**src/rtl/irq_unit_pkg.sv**
```systemverilog
`timescale 1ns/1ps
package irq_unit_pkg;
  localparam int WORD_W  = 32;
  localparam int NUM_EVT = 8;
  localparam int MIE_POS = 31;
  localparam int OWN_POS = 30;

  // word indices of the register views
  localparam int VIEW_STATUS = 0;
  localparam int VIEW_EN_SET = 1;
  localparam int VIEW_EN_CLR = 2;

  // status bit position fed by event input k
  function automatic int evt_pos(input int k);
    return (k == NUM_EVT - 1) ? OWN_POS : k;
  endfunction

  function automatic logic [WORD_W-1:0] impl_mask();
    logic [WORD_W-1:0] m;
    m = '0;
    for (int k = 0; k < NUM_EVT; k++) m[evt_pos(k)] = 1'b1;
    return m;
  endfunction

  localparam logic [WORD_W-1:0] STS_MASK = impl_mask();
  localparam logic [WORD_W-1:0] MIE_MASK = WORD_W'(1) << MIE_POS;
  localparam logic [WORD_W-1:0] EN_MASK  = STS_MASK | MIE_MASK;
endpackage

```
**src/rtl/irq_evt_map.sv**
```systemverilog
`timescale 1ns/1ps
module irq_evt_map
  import irq_unit_pkg::*;
#(
  parameter int N_EVT = NUM_EVT
) (
  input  logic [N_EVT-1:0]  evt,
  output logic [WORD_W-1:0] set_vec
);
  always_comb begin
    set_vec = '0;
    for (int k = 0; k < N_EVT; k++) set_vec[evt_pos(k)] = evt[k];
  end
endmodule

```
**src/rtl/irq_status_reg.sv**
```systemverilog
`timescale 1ns/1ps
module irq_status_reg
  import irq_unit_pkg::*;
(
  input  logic              clk,
  input  logic              rst,
  input  logic [WORD_W-1:0] set_vec,
  input  logic [WORD_W-1:0] clr_vec,
  output logic [WORD_W-1:0] sts_d,
  output logic [WORD_W-1:0] sts_q
);
  // a pulse wins over a same-cycle software clear
  always_comb sts_d = ((sts_q & ~clr_vec) | set_vec) & STS_MASK;

  always_ff @(posedge clk) begin
    if (rst) sts_q <= '0;
    else     sts_q <= sts_d;
  end
endmodule

```
**src/rtl/irq_enable_reg.sv**
```systemverilog
`timescale 1ns/1ps
module irq_enable_reg
  import irq_unit_pkg::*;
(
  input  logic              clk,
  input  logic              rst,
  input  logic [WORD_W-1:0] set_vec,
  input  logic [WORD_W-1:0] clr_vec,
  output logic [WORD_W-1:0] en_d,
  output logic [WORD_W-1:0] en_q
);
  always_comb en_d = ((en_q & ~clr_vec) | set_vec) & EN_MASK;

  always_ff @(posedge clk) begin
    if (rst) en_q <= MIE_MASK;
    else     en_q <= en_d;
  end
endmodule

```
**src/rtl/irq_line_drv.sv**
```systemverilog
`timescale 1ns/1ps
module irq_line_drv
  import irq_unit_pkg::*;
(
  input  logic              clk,
  input  logic              rst,
  input  logic [WORD_W-1:0] sts_d,
  input  logic [WORD_W-1:0] en_d,
  output logic              irq_q
);
  logic hit;
  always_comb hit = en_d[MIE_POS] & (|(sts_d & en_d));

  always_ff @(posedge clk) begin
    if (rst) irq_q <= 1'b0;
    else     irq_q <= hit;
  end
endmodule

```
**src/rtl/usb_hc_irq_unit.sv**
```systemverilog
`timescale 1ns/1ps
module usb_hc_irq_unit
  import irq_unit_pkg::*;
#(
  parameter int ADDR_W = 4
) (
  input  logic              clk,
  input  logic              rst,
  input  logic              bus_req,
  input  logic              bus_we,
  input  logic [ADDR_W-1:0] bus_addr,
  input  logic [WORD_W-1:0] bus_wdata,
  output logic [WORD_W-1:0] bus_rdata,
  input  logic [NUM_EVT-1:0] evt_i,
  output logic              irq_o
);
  localparam logic [ADDR_W-1:0] A_STS = ADDR_W'(VIEW_STATUS);
  localparam logic [ADDR_W-1:0] A_SET = ADDR_W'(VIEW_EN_SET);
  localparam logic [ADDR_W-1:0] A_CLR = ADDR_W'(VIEW_EN_CLR);

  logic              wr, rd;
  logic [WORD_W-1:0] evt_set, sts_clr, en_set, en_clr;
  logic [WORD_W-1:0] sts_d, sts_q, en_d, en_q, rd_mux;

  always_comb begin
    wr      = bus_req & bus_we;
    rd      = bus_req & ~bus_we;
    sts_clr = (wr && bus_addr == A_STS) ? bus_wdata : '0;
    en_set  = (wr && bus_addr == A_SET) ? bus_wdata : '0;
    en_clr  = (wr && bus_addr == A_CLR) ? bus_wdata : '0;
  end

  irq_evt_map #(.N_EVT(NUM_EVT)) map_i (
    .evt     (evt_i),
    .set_vec (evt_set)
  );

  irq_status_reg sts_i (
    .clk     (clk),
    .rst     (rst),
    .set_vec (evt_set),
    .clr_vec (sts_clr),
    .sts_d   (sts_d),
    .sts_q   (sts_q)
  );

  irq_enable_reg en_i (
    .clk     (clk),
    .rst     (rst),
    .set_vec (en_set),
    .clr_vec (en_clr),
    .en_d    (en_d),
    .en_q    (en_q)
  );

  irq_line_drv line_i (
    .clk   (clk),
    .rst   (rst),
    .sts_d (sts_d),
    .en_d  (en_d),
    .irq_q (irq_o)
  );

  always_comb begin
    if (bus_addr == A_STS)                          rd_mux = sts_q;
    else if (bus_addr == A_SET || bus_addr == A_CLR) rd_mux = en_q;
    else                                            rd_mux = '0;
  end

  always_ff @(posedge clk) begin
    if (rst)     bus_rdata <= '0;
    else if (rd) bus_rdata <= rd_mux;
  end
endmodule

```
**config.mk**
```make
export PLATFORM = sky130hd
export DESIGN_NAME = usb_hc_irq_unit
export DESIGN_NICKNAME = d
export VERILOG_FILES = /design/src/rtl/irq_unit_pkg.sv /design/src/rtl/irq_evt_map.sv /design/src/rtl/irq_status_reg.sv /design/src/rtl/irq_enable_reg.sv /design/src/rtl/irq_line_drv.sv /design/src/rtl/usb_hc_irq_unit.sv
export SDC_FILE = /design/constraint.sdc
export NUM_CORES = 1
export LEC_CHECK = 0
export ABC_AREA = 1
export BUFFER_PORTS_ARGS = -buffer_cell sky130_fd_sc_hd__clkbuf_2
export CAP_MARGIN = 0
export CORE_ASPECT_RATIO = 1.4
export CORE_MARGIN = 3
export CORE_UTILIZATION = 44
export DETAILED_ROUTE_END_ITERATION = 8
export PLACE_DENSITY = 0.79
export SETUP_SLACK_MARGIN = 0.02
export SLEW_MARGIN = 10
export SYNTH_ARGS = -nofsm -noshare
export SYNTH_HDL_FRONTEND = slang
export SYNTH_SLANG_ARGS = --single-unit
```
**constraint.sdc**
```tcl
create_clock -name clk -period 1.2 [get_ports clk]
set_input_delay 0.12 -clock clk [delete_from_list [all_inputs] [get_ports clk]]
set_output_delay 0.12 -clock clk [all_outputs]
set_load 0.005 [all_outputs]
```
==> qor.log, run 1 <==
INFO  pwr            static_power_due_to_leakage=0.906nW
INFO  placed_design  numPortBuffers=34
INFO  clock_tree     cts.repair.resized=0
INFO  synth          synth.cell_area=1500um^2
INFO  grt            antenna_found_initial=0
INFO  grt            first_global_vias=1257
INFO  route          vias=1370
INFO  route          routed_wl=3.09mm
INFO  grt            grt_pass1_wl=5.16mm
INFO  layout         finish.net_count=308
INFO  floorplanning  design.core.area=3180um^2
INFO  synth          synth_register_bits=27
INFO  sta            slew_viol_final=0
INFO  route          drc_errors=0
INFO  pwr            share_of_total_power_in_sequential_cells=54.2%
INFO  clock_tree     tritoncts=done
INFO  sta            layout_worst_path_cycle_share=85.4%
INFO  synth          post-synth-top-count-cell=nand2_1
INFO  worst_setup_path worstSetupPathType=in2reg
INFO  route          wire_per_inst=10.4um
INFO  layout         fin_util=56.6%
INFO  floorplanning  die_w=55.3um
INFO  grt            globalRoute.totalOverflow=0
INFO  synth          synth_top_flop_cell=dfxtp_1
INFO  sta            hold_viol=0
INFO  sta            finalSetupTns=0ps
INFO  floorplanning  floorplan.die.height=75.0um
INFO  sta            max_clock_freq=976MHz
INFO  synth          most_instantiated_cells_after_synthesis=nand2_1 (74), dfxtp_1 (27), buf_4 (24)
INFO  pwr            power.share.clock=29.8%
INFO  floorplanning  starting_utilization_of_the_core_area=47.0%
INFO  sta            period_needed=1030ps
INFO  synth          synth.yosys.warnings=0
INFO  worst_setup_path worstPathRequired=1380ps
INFO  layout         area_growth=20.4%
INFO  synth          yosysUniqueCellTypes=22
INFO  layout         layout_cells_sized_above_1=28.2%
INFO  floorplanning  ioPinCount=81
INFO  sta            post-route-worst-setup-slack=175ps
INFO  pwr            power.internal=1.29mW
INFO  layout         n_antenna_cell=0
INFO  clock_tree     worstSkewPairLatency=280ps
INFO  clock_tree     cts_sinks=27
INFO  placed_design  detailedPlacementHpwl=2.45mm
INFO  synth          syn_inst=208
INFO  route          drt-pass1-iter-count=4
INFO  pwr            power.net_switching=0.476mW
INFO  clock_tree     hold_buffers=0
INFO  route          ant_nets=0
INFO  sta            finalClockSkew=11.2ps
INFO  synth          synth_top_area_cell=dfxtp_1
INFO  synth          async_flop_share=0%
INFO  route          drt-initial-drc-count=31
INFO  run_status     run_status=finished, final reports clean
INFO  worst_setup_path critical_path.startpoint_type=input pin
INFO  run            max_cap_viol_count=0
INFO  synth          synthesis.area_per_instance=7.19um^2
INFO  pwr            vdd_ir_drop_max=0.000507V
INFO  grt            grt_use_total=15.3%
INFO  placed_design  gp_congestion=0.794
INFO  floorplanning  rows=24
INFO  worst_setup_path data_arrival_time_of_the_worst_path=1200ps
INFO  sta            grt_setup_unrepaired=false
INFO  worst_hold_path hold_crit_path_type=in2reg
INFO  worst_setup_path worstSetupEndpointType=flip-flop
INFO  clock_tree     clk_pin_slew_worst_paths=100ps
INFO  pwr            power-per-cell-area=982nW/um^2
INFO  floorplanning  floorplan.die_area=4140um^2
INFO  route          drt-vias-per-instance=4.60
INFO  clock_tree     clk_path_buf_depth=2
INFO  clock_tree     ctsRootBufferMaster=clkbuf_8
INFO  clock_tree     tritoncts.num_buffers=3
INFO  sta            setup-violations-final=0
INFO  pwr            switching_share=26.9%
INFO  grt            grt_max_degree=18
INFO  synth          synth.top_cell.area_share=36.2%
INFO  synth          netlist_top_cells_area=dfxtp_1 (36%), nand2_1 (19%), buf_4 (12%)
INFO  clock_tree     number_of_h_tree_levels=1
INFO  worst_setup_path critical_path_peak_fanout=9
INFO  placed_design  preCtsSetupSlack=-124ps
INFO  synth          synth_seq_area_share=36.2%
INFO  synth          number_of_synthesized_flops_with_an_enable_pin=0
INFO  pwr            power.share.combinational=16.1%
INFO  clock_tree     postCtsSetupBuffers=0
worst max-delay path, stage by stage:
cell and delay (ps):
clkbuf_2 100, nor2_4 170, buf_4 200, nand4_1 100
nand2_1 90, nand2_1 60, nand2_1 60, nand2_1 50
nor2_1 170, a21oi_2 80
cell usage in the layout (no fill, tap or decap):
cell type	synthesis	routed
inv_4	1	1
clkinvlp_4	0	1
nor2_2	1	1
a21oi_2	1	1
dfxtp_1	27	27
nand2_2	3	3
nor2_4	4	4
nor2_1	2	2
inv_1	15	15
nand4_1	9	9
nor2_8	1	1
inv_2	1	1
a21oi_1	17	17
o21ai_0	10	10
o21ai_2	3	3
conb_1	1	23
buf_4	24	17
nand3_1	1	1
nand2_1	74	74
nand3_4	2	2
buf_12	0	1
clkbuf_8	0	3
clkbuf_2	0	34
a31oi_1	8	8
cell type report:
class / instances / area, um^2
well taps: 39 / 48.8
flip-flops and latches: 27 / 541
repair buffers: 52 / 318
fillers: 315 / 1380
clock inverters: 1 / 7.51
clock buffers: 3 / 41.3
multi-input cells: 159 / 778
inverters: 17 / 66.3
through the flow:
stage	hold slack, ps	area, um^2	total power [mW]	cells
after floorplan	274	1580	1.17	230
after global placement	365	1750	1.26	294
after detailed placement	371	1750	1.26	294
after CTS	73.8	1800	1.78	298
after global routing	77.4	1800	1.85	298
final	69.5	1800	1.77	298
power groups by stage:
| stage | registers (mW) | clock network (mW) | logic (mW) |
|---|---|---|---|
| 3_5_place_dp | 0.978 | 0 | 0.283 |
| 2_1_floorplan | 0.974 | 0 | 0.200 |
| 4_1_cts | 0.957 | 0.534 | 0.284 |
| 5_1_grt | 0.963 | 0.570 | 0.319 |
| 3_3_place_gp | 0.977 | 0 | 0.279 |
| 6_report | 0.958 | 0.526 | 0.284 |
path summary, 6_finish.rpt:
check / startpoint / end / slack, ps / cells after the start
setup reg to reg: sts_i.sts_q[6]$_SDFF_PP0_ / line_i.irq_q$_SDFF_PP0_ / 280 / 6
setup / recovery: bus_addr[3] / line_i.irq_q$_SDFF_PP0_ / 170 / 10
hold reg to reg: en_i.en_q[6]$_SDFF_PP0_ / bus_rdata[6]$_SDFFE_PP0P_ / 480 / 2
hold / removal: evt_i[1] / sts_i.sts_q[1]$_SDFF_PP0_ / 70 / 3
logic make-up (layout without fill, tap and decap cells):
| kind of cell | count (synthesis) | in the layout | synth area share [%] |
|---|---|---|---|
| flip-flops | 27 | 27 | 36.2 |
| other | 1 | 23 | 0.251 |
| AND/OR/NAND/NOR | 97 | 97 | 31.5 |
| buffers and inverters | 44 | 73 | 17.3 |
| AO/OA/AOI/OAI | 39 | 39 | 14.7 |
per-layer routing:
metal | share of wire [%] | vias to the layer above | track usage [%]
met5 | 0 | - | 0
met4 | 1.4 | 0 | 5.95
met3 | 5.3 | 4 | 2.40
met2 | 50 | 42 | 28.4
met1 | 43 | 592 | 17.7
li1 | - | 732 | -
registers in the layout, indices dropped and copies added, names as in the netlist:
register	count
en_i.en_q	9
line_i.irq_q	1
bus_rdata	9
sts_i.sts_q	8
Power figures use the tool's default switching activity.
==> inputs of run 2 (changes only) <==
- ABC_AREA: 1 -> unset
- PLACE_DENSITY: 0.79 -> 0.8
==> qor.log, run 2 <==
INFO  run_status     run_status=finished with violations
INFO  run_status     failed_checks=setup timing
INFO  sta            grt_setup_unrepaired=true
INFO  synth          synth.top_cell.area_share=37.6% [+1.5 points]
INFO  synth          synth.cell_area=1440um^2 [-3.9%]
INFO  clock_tree     postCtsSetupBuffers=0 [unchanged]
INFO  layout         n_antenna_cell=0 [unchanged]
INFO  pwr            vdd_ir_drop_max=0.000577V [+14%]
INFO  clock_tree     hold_buffers=0 [unchanged]
INFO  grt            first_global_vias=1191 [-5.3%]
INFO  route          drt-pass1-iter-count=4 [unchanged]
INFO  synth          post-synth-top-count-cell=dfxtp_1
INFO  route          drt-vias-per-instance=5.10 [+11%]
INFO  worst_setup_path cp_common_cell=o22ai_1
INFO  worst_setup_path crit_path_top_delay_cell=o41a_1
INFO  sta            slew_viol_final=0 [unchanged]
INFO  pwr            static_power_due_to_leakage=0.747nW [-18%]
INFO  floorplanning  floorplan.die_area=4000um^2 [-3.6%]
INFO  worst_setup_path data_arrival_time_of_the_worst_path=1490ps [+290 ps]
INFO  route          drc_errors=0 [unchanged]
INFO  placed_design  numPortBuffers=34 [unchanged]
INFO  floorplanning  die_w=54.3um [-1.8%]
INFO  layout         fin_util=57.4% [+0.79 points]
INFO  worst_setup_path worstPathRequired=1380ps [about the same]
INFO  placed_design  preCtsSetupSlack=-457ps [-332 ps]
INFO  placed_design  placed_area=1660um^2 [-5.3%]
INFO  worst_setup_path worstSetupEndpointType=flip-flop
INFO  pwr            power-per-cell-area=1000nW/um^2 [+2.1%]
INFO  worst_setup_path critical_path_peak_fanout=7 [-2]
INFO  synth          yosys-mux-area-fraction=5.57% [+5.6 points]
INFO  floorplanning  floorplan.die.height=73.6um [-1.8%]
INFO  synth          synth_seq_area_share=37.6% [+1.5 points]
INFO  clock_tree     tritoncts.num_buffers=3 [unchanged]
INFO  sta            hold_viol=0 [unchanged]
INFO  worst_setup_path critical_path.startpoint_type=input pin
INFO  sta            finalClockSkew=8.73ps [-2.52 ps]
INFO  synth          number_of_synthesized_flops_with_an_enable_pin=0 [unchanged]
INFO  synth          post_synth_fa_ha_maj_area_fraction=0% [unchanged]
INFO  layout         layout_cells_sized_above_1=31.6% [+3.4 points]
INFO  floorplanning  rows=23 [-4.2%]
INFO  synth          yosysUniqueCellTypes=24 [+9.1%]
INFO  clock_tree     ctsRootBufferMaster=clkbuf_8
INFO  synth          synth-compound-area-share=19.2% [+4.4 points]
INFO  layout         layout_commonest_cell=clkbuf_2
INFO  synth          synth_top_flop_cell=dfxtp_1
INFO  synth          async_flop_share=0% [unchanged]
INFO  floorplanning  ioPinCount=81 [unchanged]
INFO  synth          synth_top_area_cell=dfxtp_1
INFO  placed_design  gp_congestion=0.778 [-2.1%]
INFO  layout         area_growth=19.5%
INFO  worst_setup_path worstSetupPathType=in2reg
INFO  clock_tree     clk_path_buf_depth=2 [unchanged]
INFO  route          drt-initial-drc-count=25 [-19%]
INFO  route          routed_wl=3.06mm [-0.84%]
INFO  sta            final.hold.worst_slack=63.4ps [-6.03 ps]
INFO  clock_tree     tritoncts=done
INFO  synth          most_instantiated_cells_after_synthesis=dfxtp_1 (27), nor2_1 (26), buf_4 (24)
INFO  sta            max_clock_freq=761MHz [-22%]
INFO  grt            grt_use_total=17.1% [+1.8 points]
INFO  worst_setup_path crit_path_max_incr_delay=410ps [+210 ps]
INFO  synth          yosys.area_share.simple=20.3% [-11 points]
INFO  synth          synth_register_bits=27 [unchanged]
INFO  route          ant_nets=0 [unchanged]
INFO  synth          netlist_top_cells_area=dfxtp_1 (38%), buf_4 (13%), a22oi_1 (7.8%)
INFO  synth          syn_inst=169 [-19%]
INFO  clock_tree     clk_pin_slew_worst_paths=100ps [about the same]
INFO  layout         finish.net_count=261 [-15%]
INFO  layout         layout.cells.most_common_list=clkbuf_2 (34), dfxtp_1 (27), nor2_1 (26), conb_1 (23), buf_4 (14)
INFO  grt            grt_pass1_wl=5.11mm [-1.1%]
INFO  layout         design_area=1720um^2 [-4.7%]
INFO  worst_setup_path sum_of_buffers_and_inverters_on_the_critical_path=1 [-1]
INFO  synth          combinational_family_with_the_most_area_after_synthesis=simple AND/OR/NAND/NOR gates
INFO  sta            period_needed=1310ps [+289 ps]
INFO  synth          synth.yosys.warnings=0 [unchanged]
INFO  grt            antenna_found_initial=0 [unchanged]
INFO  sta            layout_worst_path_cycle_share=110% [+24 points]
INFO  placed_design  detailedPlacementHpwl=2.48mm [+1.1%]
INFO  layout         reg.largest.list=bus_rdata (9), en_i.en_q (9), sts_i.sts_q (8)
INFO  route          vias=1270 [-7.3%]
INFO  run            max_cap_viol_count=0 [unchanged]
INFO  clock_tree     number_of_h_tree_levels=1 [unchanged]
INFO  grt            grt_max_degree=19 [+1]
INFO  floorplanning  starting_utilization_of_the_core_area=48.0% [+1.0 points]
INFO  sta            post-route-worst-setup-slack=-114ps [-289 ps]
INFO  synth          synth_xor_area_share=0% [unchanged]
INFO  worst_setup_path critical-path-top-delay-family=compound AO/OA/AOI/OAI gates
INFO  clock_tree     cts_sinks=27 [unchanged]
INFO  clock_tree     worstSkewPairLatency=280ps [about the same]
INFO  worst_setup_path crit_chain=clkbuf_2, and4bb_1, nand2_1, o22ai_1, o22ai_1, o41a_1
INFO  route          wire_per_inst=12.3um [+19%]
INFO  synth          synthesis.area_per_instance=8.50um^2 [+18%]
INFO  worst_hold_path hold_crit_path_type=in2reg
INFO  floorplanning  design.core.area=2990um^2 [-6.0%]
INFO  sta            setup-violations-final=1 [+1]
INFO  grt            globalRoute.totalOverflow=0 [unchanged]
-- run 2: changes by cell type after synthesis, moves of 8 or more --
cell,before,now
nor2_1,2,26
nand2b_1,0,9
nand3_1,1,9
o22ai_1,0,11
mux2i_1,0,8
nand4_1,9,0
a22oi_1,0,15
a31oi_1,8,0
a21oi_1,17,2
nand2_1,74,10
inv_1,15,0
-- run 2: final cells by class --
cell class / instances / area [um^2]
Fill cell: 282 / 1280
Multi-Input combinational cell: 131 / 774
Sequential cell: 27 / 541
Timing Repair Buffer: 50 / 307
Tap cell: 37 / 46.3
Clock buffer: 3 / 41.3
Clock inverter: 1 / 7.51
-- run 2: cell families (layout without fill, tap and decap cells) --
kind of cell,count (synthesis),after routing
simple gates,60,60
compound gates,40,40
buf+inv,33,54
flops,27,27
mux,8,8
other cells,1,23
-- run 2: worst min-delay path, stage by stage --
cell and delay (ps):
clkbuf_2 80, a21oi_2 40, nor2_1 70
-- run 2: per-layer routing --
layer  GRT usage [%]  up-vias  part of all wire [%]
met5               0        -                     0
met4            8.86        0                   2.6
met3            2.23        6                   5.8
met2            28.5       52                    50
met1            20.7      576                    42
li1                -      636                     -
-- run 2: stage by stage --
step | instances | setup TNS (ps) | total power, mW
2_1_floorplan | 191 | -193 | 1.15
3_3_place_gp | 245 | -504 | 1.19
3_5_place_dp | 245 | -643 | 1.20
4_1_cts | 249 | -103 | 1.73
5_1_grt | 249 | -229 | 1.79
6_report | 249 | -114 | 1.72
-- run 2: power breakdown --
group	switching [mW]	total [mW]	internal, mW
clock	0.303	0.540	0.236
combinational	0.130	0.246	0.116
sequential	0.0157	0.936	0.920
-- run 2: final timing paths --
path                                                  from                         end  slack [ps]  cells past startpoint
worst min register to register  bus_rdata[31]$_SDFFE_PP0P_  bus_rdata[31]$_SDFFE_PP0P_         460                      2
worst max register to register  sts_i.sts_q[30]$_SDFF_PP0_     line_i.irq_q$_SDFF_PP0_          20                      3
worst min-delay path                              evt_i[3]   sts_i.sts_q[3]$_SDFF_PP0_          60                      3
worst max-delay path                           bus_addr[3]     line_i.irq_q$_SDFF_PP0_        -110                      6
-- run 2: repair_timing --
action	in CTS	in global routing
gates resized for setup	2	0
setup endpoints to repair	1	1
pin swaps	1	0
==> inputs of run 3 (changes only) <==
- PLACE_DENSITY: 0.8 -> 0.83
==> qor.log, run 3 (synthesized netlist as in run 2, its figures left out) <==
INFO  worst_setup_path worstPathRequired=1360ps [-20 ps]
INFO  grt            globalRoute.totalOverflow=0 [unchanged]
INFO  layout         n_fill_cell=283 [+0.35%]
INFO  clock_tree     number_of_h_tree_levels=1 [unchanged]
INFO  sta            final.hold.worst_slack=125ps [+61.7 ps]
INFO  sta            layout_worst_path_cycle_share=111% [+1.5 points]
INFO  grt            grt_pass1_wl=5.11mm [+0.12%]
INFO  floorplanning  starting_utilization_of_the_core_area=48.0% [unchanged]
INFO  pwr            static_power_due_to_leakage=0.745nW [-0.17%]
INFO  sta            max_clock_freq=750MHz [-1.4%]
INFO  layout         layout.cells.most_common_list=clkbuf_2 (34), dfxtp_1 (27), nor2_1 (26), conb_1 (23), buf_4 (15)
INFO  floorplanning  die_w=54.3um [unchanged]
INFO  route          wire_per_inst=13.1um [+6.3%]
INFO  floorplanning  ioPinCount=81 [unchanged]
INFO  worst_setup_path sum_of_buffers_and_inverters_on_the_critical_path=1 [unchanged]
INFO  clock_tree     tritoncts.num_buffers=3 [unchanged]
INFO  run_status     failed_checks=setup timing
INFO  worst_setup_path cp_common_cell=o22ai_1
INFO  layout         finish.net_count=262 [+0.38%]
INFO  placed_design  detailedPlacementHpwl=2.49mm [+0.56%]
INFO  floorplanning  floorplan.die_area=4000um^2 [unchanged]
INFO  floorplanning  floorplan.die.height=73.6um [unchanged]
INFO  layout         n_antenna_cell=0 [unchanged]
INFO  floorplanning  rows=23 [unchanged]
INFO  pwr            vdd_ir_drop_max=0.000550V [-4.7%]
INFO  run_status     run_status=finished with violations
INFO  worst_setup_path critical_path.startpoint_type=input pin
INFO  worst_setup_path worstSetupEndpointType=flip-flop
INFO  worst_setup_path data_arrival_time_of_the_worst_path=1500ps [about the same]
INFO  grt            grt_max_degree=21 [+2]
INFO  layout         reg.largest.list=bus_rdata (9), en_i.en_q (9), sts_i.sts_q (8)
INFO  pwr            power.total=1.71mW [-0.79%]
INFO  clock_tree     worstSkewPairLatency=280ps [about the same]
INFO  floorplanning  design.core.area=2990um^2 [unchanged]
INFO  worst_setup_path crit_path_top_delay_cell=o41a_1
INFO  route          routed_wl=3.27mm [+6.7%]
INFO  placed_design  post-place-cells=244 [-0.41%]
INFO  layout         area_growth=19.7%
INFO  sta            finalClockSkew=5.58ps [-3.15 ps]
INFO  sta            finalSetupTns=-133ps [-18.3 ps]
INFO  placed_design  gp_congestion=0.815 [+4.7%]
INFO  sta            slew_viol_final=0 [unchanged]
INFO  sta            period_needed=1330ps [+18.3 ps]
INFO  grt            grt_use_total=17.0% [-0.14 points]
INFO  worst_setup_path critical_path_peak_fanout=7 [unchanged]
INFO  worst_setup_path critical-path-top-delay-family=compound AO/OA/AOI/OAI gates
INFO  grt            first_global_vias=1218 [+2.3%]
INFO  clock_tree     ctsRootBufferMaster=clkbuf_8
INFO  run            max_cap_viol_count=0 [unchanged]
INFO  sta            post-route-worst-setup-slack=-133ps [-18.3 ps]
INFO  clock_tree     clk_path_buf_depth=2 [unchanged]
INFO  sta            setup-violations-final=1 [unchanged]
INFO  route          drt-initial-drc-count=33 [+32%]
INFO  layout         layout_cells_sized_above_1=32.9% [+1.3 points]
INFO  placed_design  preCtsSetupSlack=-455ps [+1.28 ps]
INFO  clock_tree     clk_pin_slew_worst_paths=90ps [about the same]
INFO  grt            antenna_found_initial=0 [unchanged]
INFO  worst_setup_path crit_chain=clkbuf_2, and4bb_1, nand2_1, o22ai_1, o22ai_1, o41a_1
INFO  worst_setup_path crit_path_max_incr_delay=420ps [about the same]
INFO  layout         final_cell_count_no_fill=250 [+0.40%]
INFO  route          vias=1305 [+2.8%]
INFO  route          drt-vias-per-instance=5.22 [+2.3%]
INFO  placed_design  numPortBuffers=34 [unchanged]
INFO  sta            grt_setup_unrepaired=true
INFO  route          drt-pass1-iter-count=4 [unchanged]
INFO  clock_tree     cts_sinks=27 [unchanged]
INFO  route          drc_errors=0 [unchanged]
INFO  route          ant_nets=0 [unchanged]
INFO  worst_setup_path worstSetupPathType=in2reg
INFO  sta            hold_viol=0 [unchanged]
INFO  pwr            power-per-cell-area=993nW/um^2 [-0.94%]
INFO  layout         layout_commonest_cell=clkbuf_2
INFO  worst_hold_path hold_crit_path_type=in2reg
INFO  clock_tree     tritoncts=done
[run 3: metal layers]
layer / wire length (um) / vias up / track usage [%]
met4: 122 / 0 / 9.70
met5: 0 / - / 0
li1: - / 637 / -
met2: 1680 / 60 / 29.2
met1: 1260 / 599 / 19.7
met3: 198 / 9 / 1.42
[run 3: cell type report]
| cell class | count | area, um^2 | share of cell area [%] |
|---|---|---|---|
| multi-input cells | 132 | 790 | 45.9 |
| flip-flops and latches | 27 | 541 | 31.4 |
| repair buffers | 50 | 294 | 17.1 |
| well taps | 37 | 46.3 | 2.69 |
| clock buffers | 3 | 41.3 | 2.40 |
| clock inverters | 1 | 7.51 | 0.437 |
[run 3: per-stage QoR]
step	utilization [%]	area, um^2
2_1_floorplan	-	1570
3_3_place_gp	54.8	1640
3_5_place_dp	54.8	1640
4_1_cts	57.1	1710
5_1_grt	57.4	1720
6_report	57.4	1720
[run 3: worst min-delay path: stages]
cell	delay, ps
clkbuf_2	80
o22ai_1	90
nor2_1	80
[run 3: power by group]
group | leakage, nW | internal, mW | switching, mW
Sequential | 0.220 | 0.920 | 0.0162
Clock | 0.0217 | 0.236 | 0.289
Combinational | 0.503 | 0.111 | 0.134
Total | 0.745 | 1.27 | 0.440
[run 3: repair_timing]
| item | CTS | global route |
|---|---|---|
| resized for setup | 2 | 2 |
| endpoints found under the setup margin | 1 | 1 |
| hold buffers | 0 | 0 |
| pin swaps | 2 | 2 |
| cloned | 1 | 0 |
| buffers inserted | 1 | 0 |
[run 3: worst paths after layout]
| path | slack, ps | end | cells past startpoint | start |
|---|---|---|---|---|
| setup / recovery | -130 | line_i.irq_q$_SDFF_PP0_ | 6 | bus_addr[3] |
| hold / removal | 130 | sts_i.sts_q[0]$_SDFF_PP0_ | 3 | evt_i[0] |
| setup reg to reg | 20 | line_i.irq_q$_SDFF_PP0_ | 3 | sts_i.sts_q[0]$_SDFF_PP0_ |
| hold reg to reg | 450 | bus_rdata[31]$_SDFFE_PP0P_ | 2 | bus_rdata[31]$_SDFFE_PP0P_ |
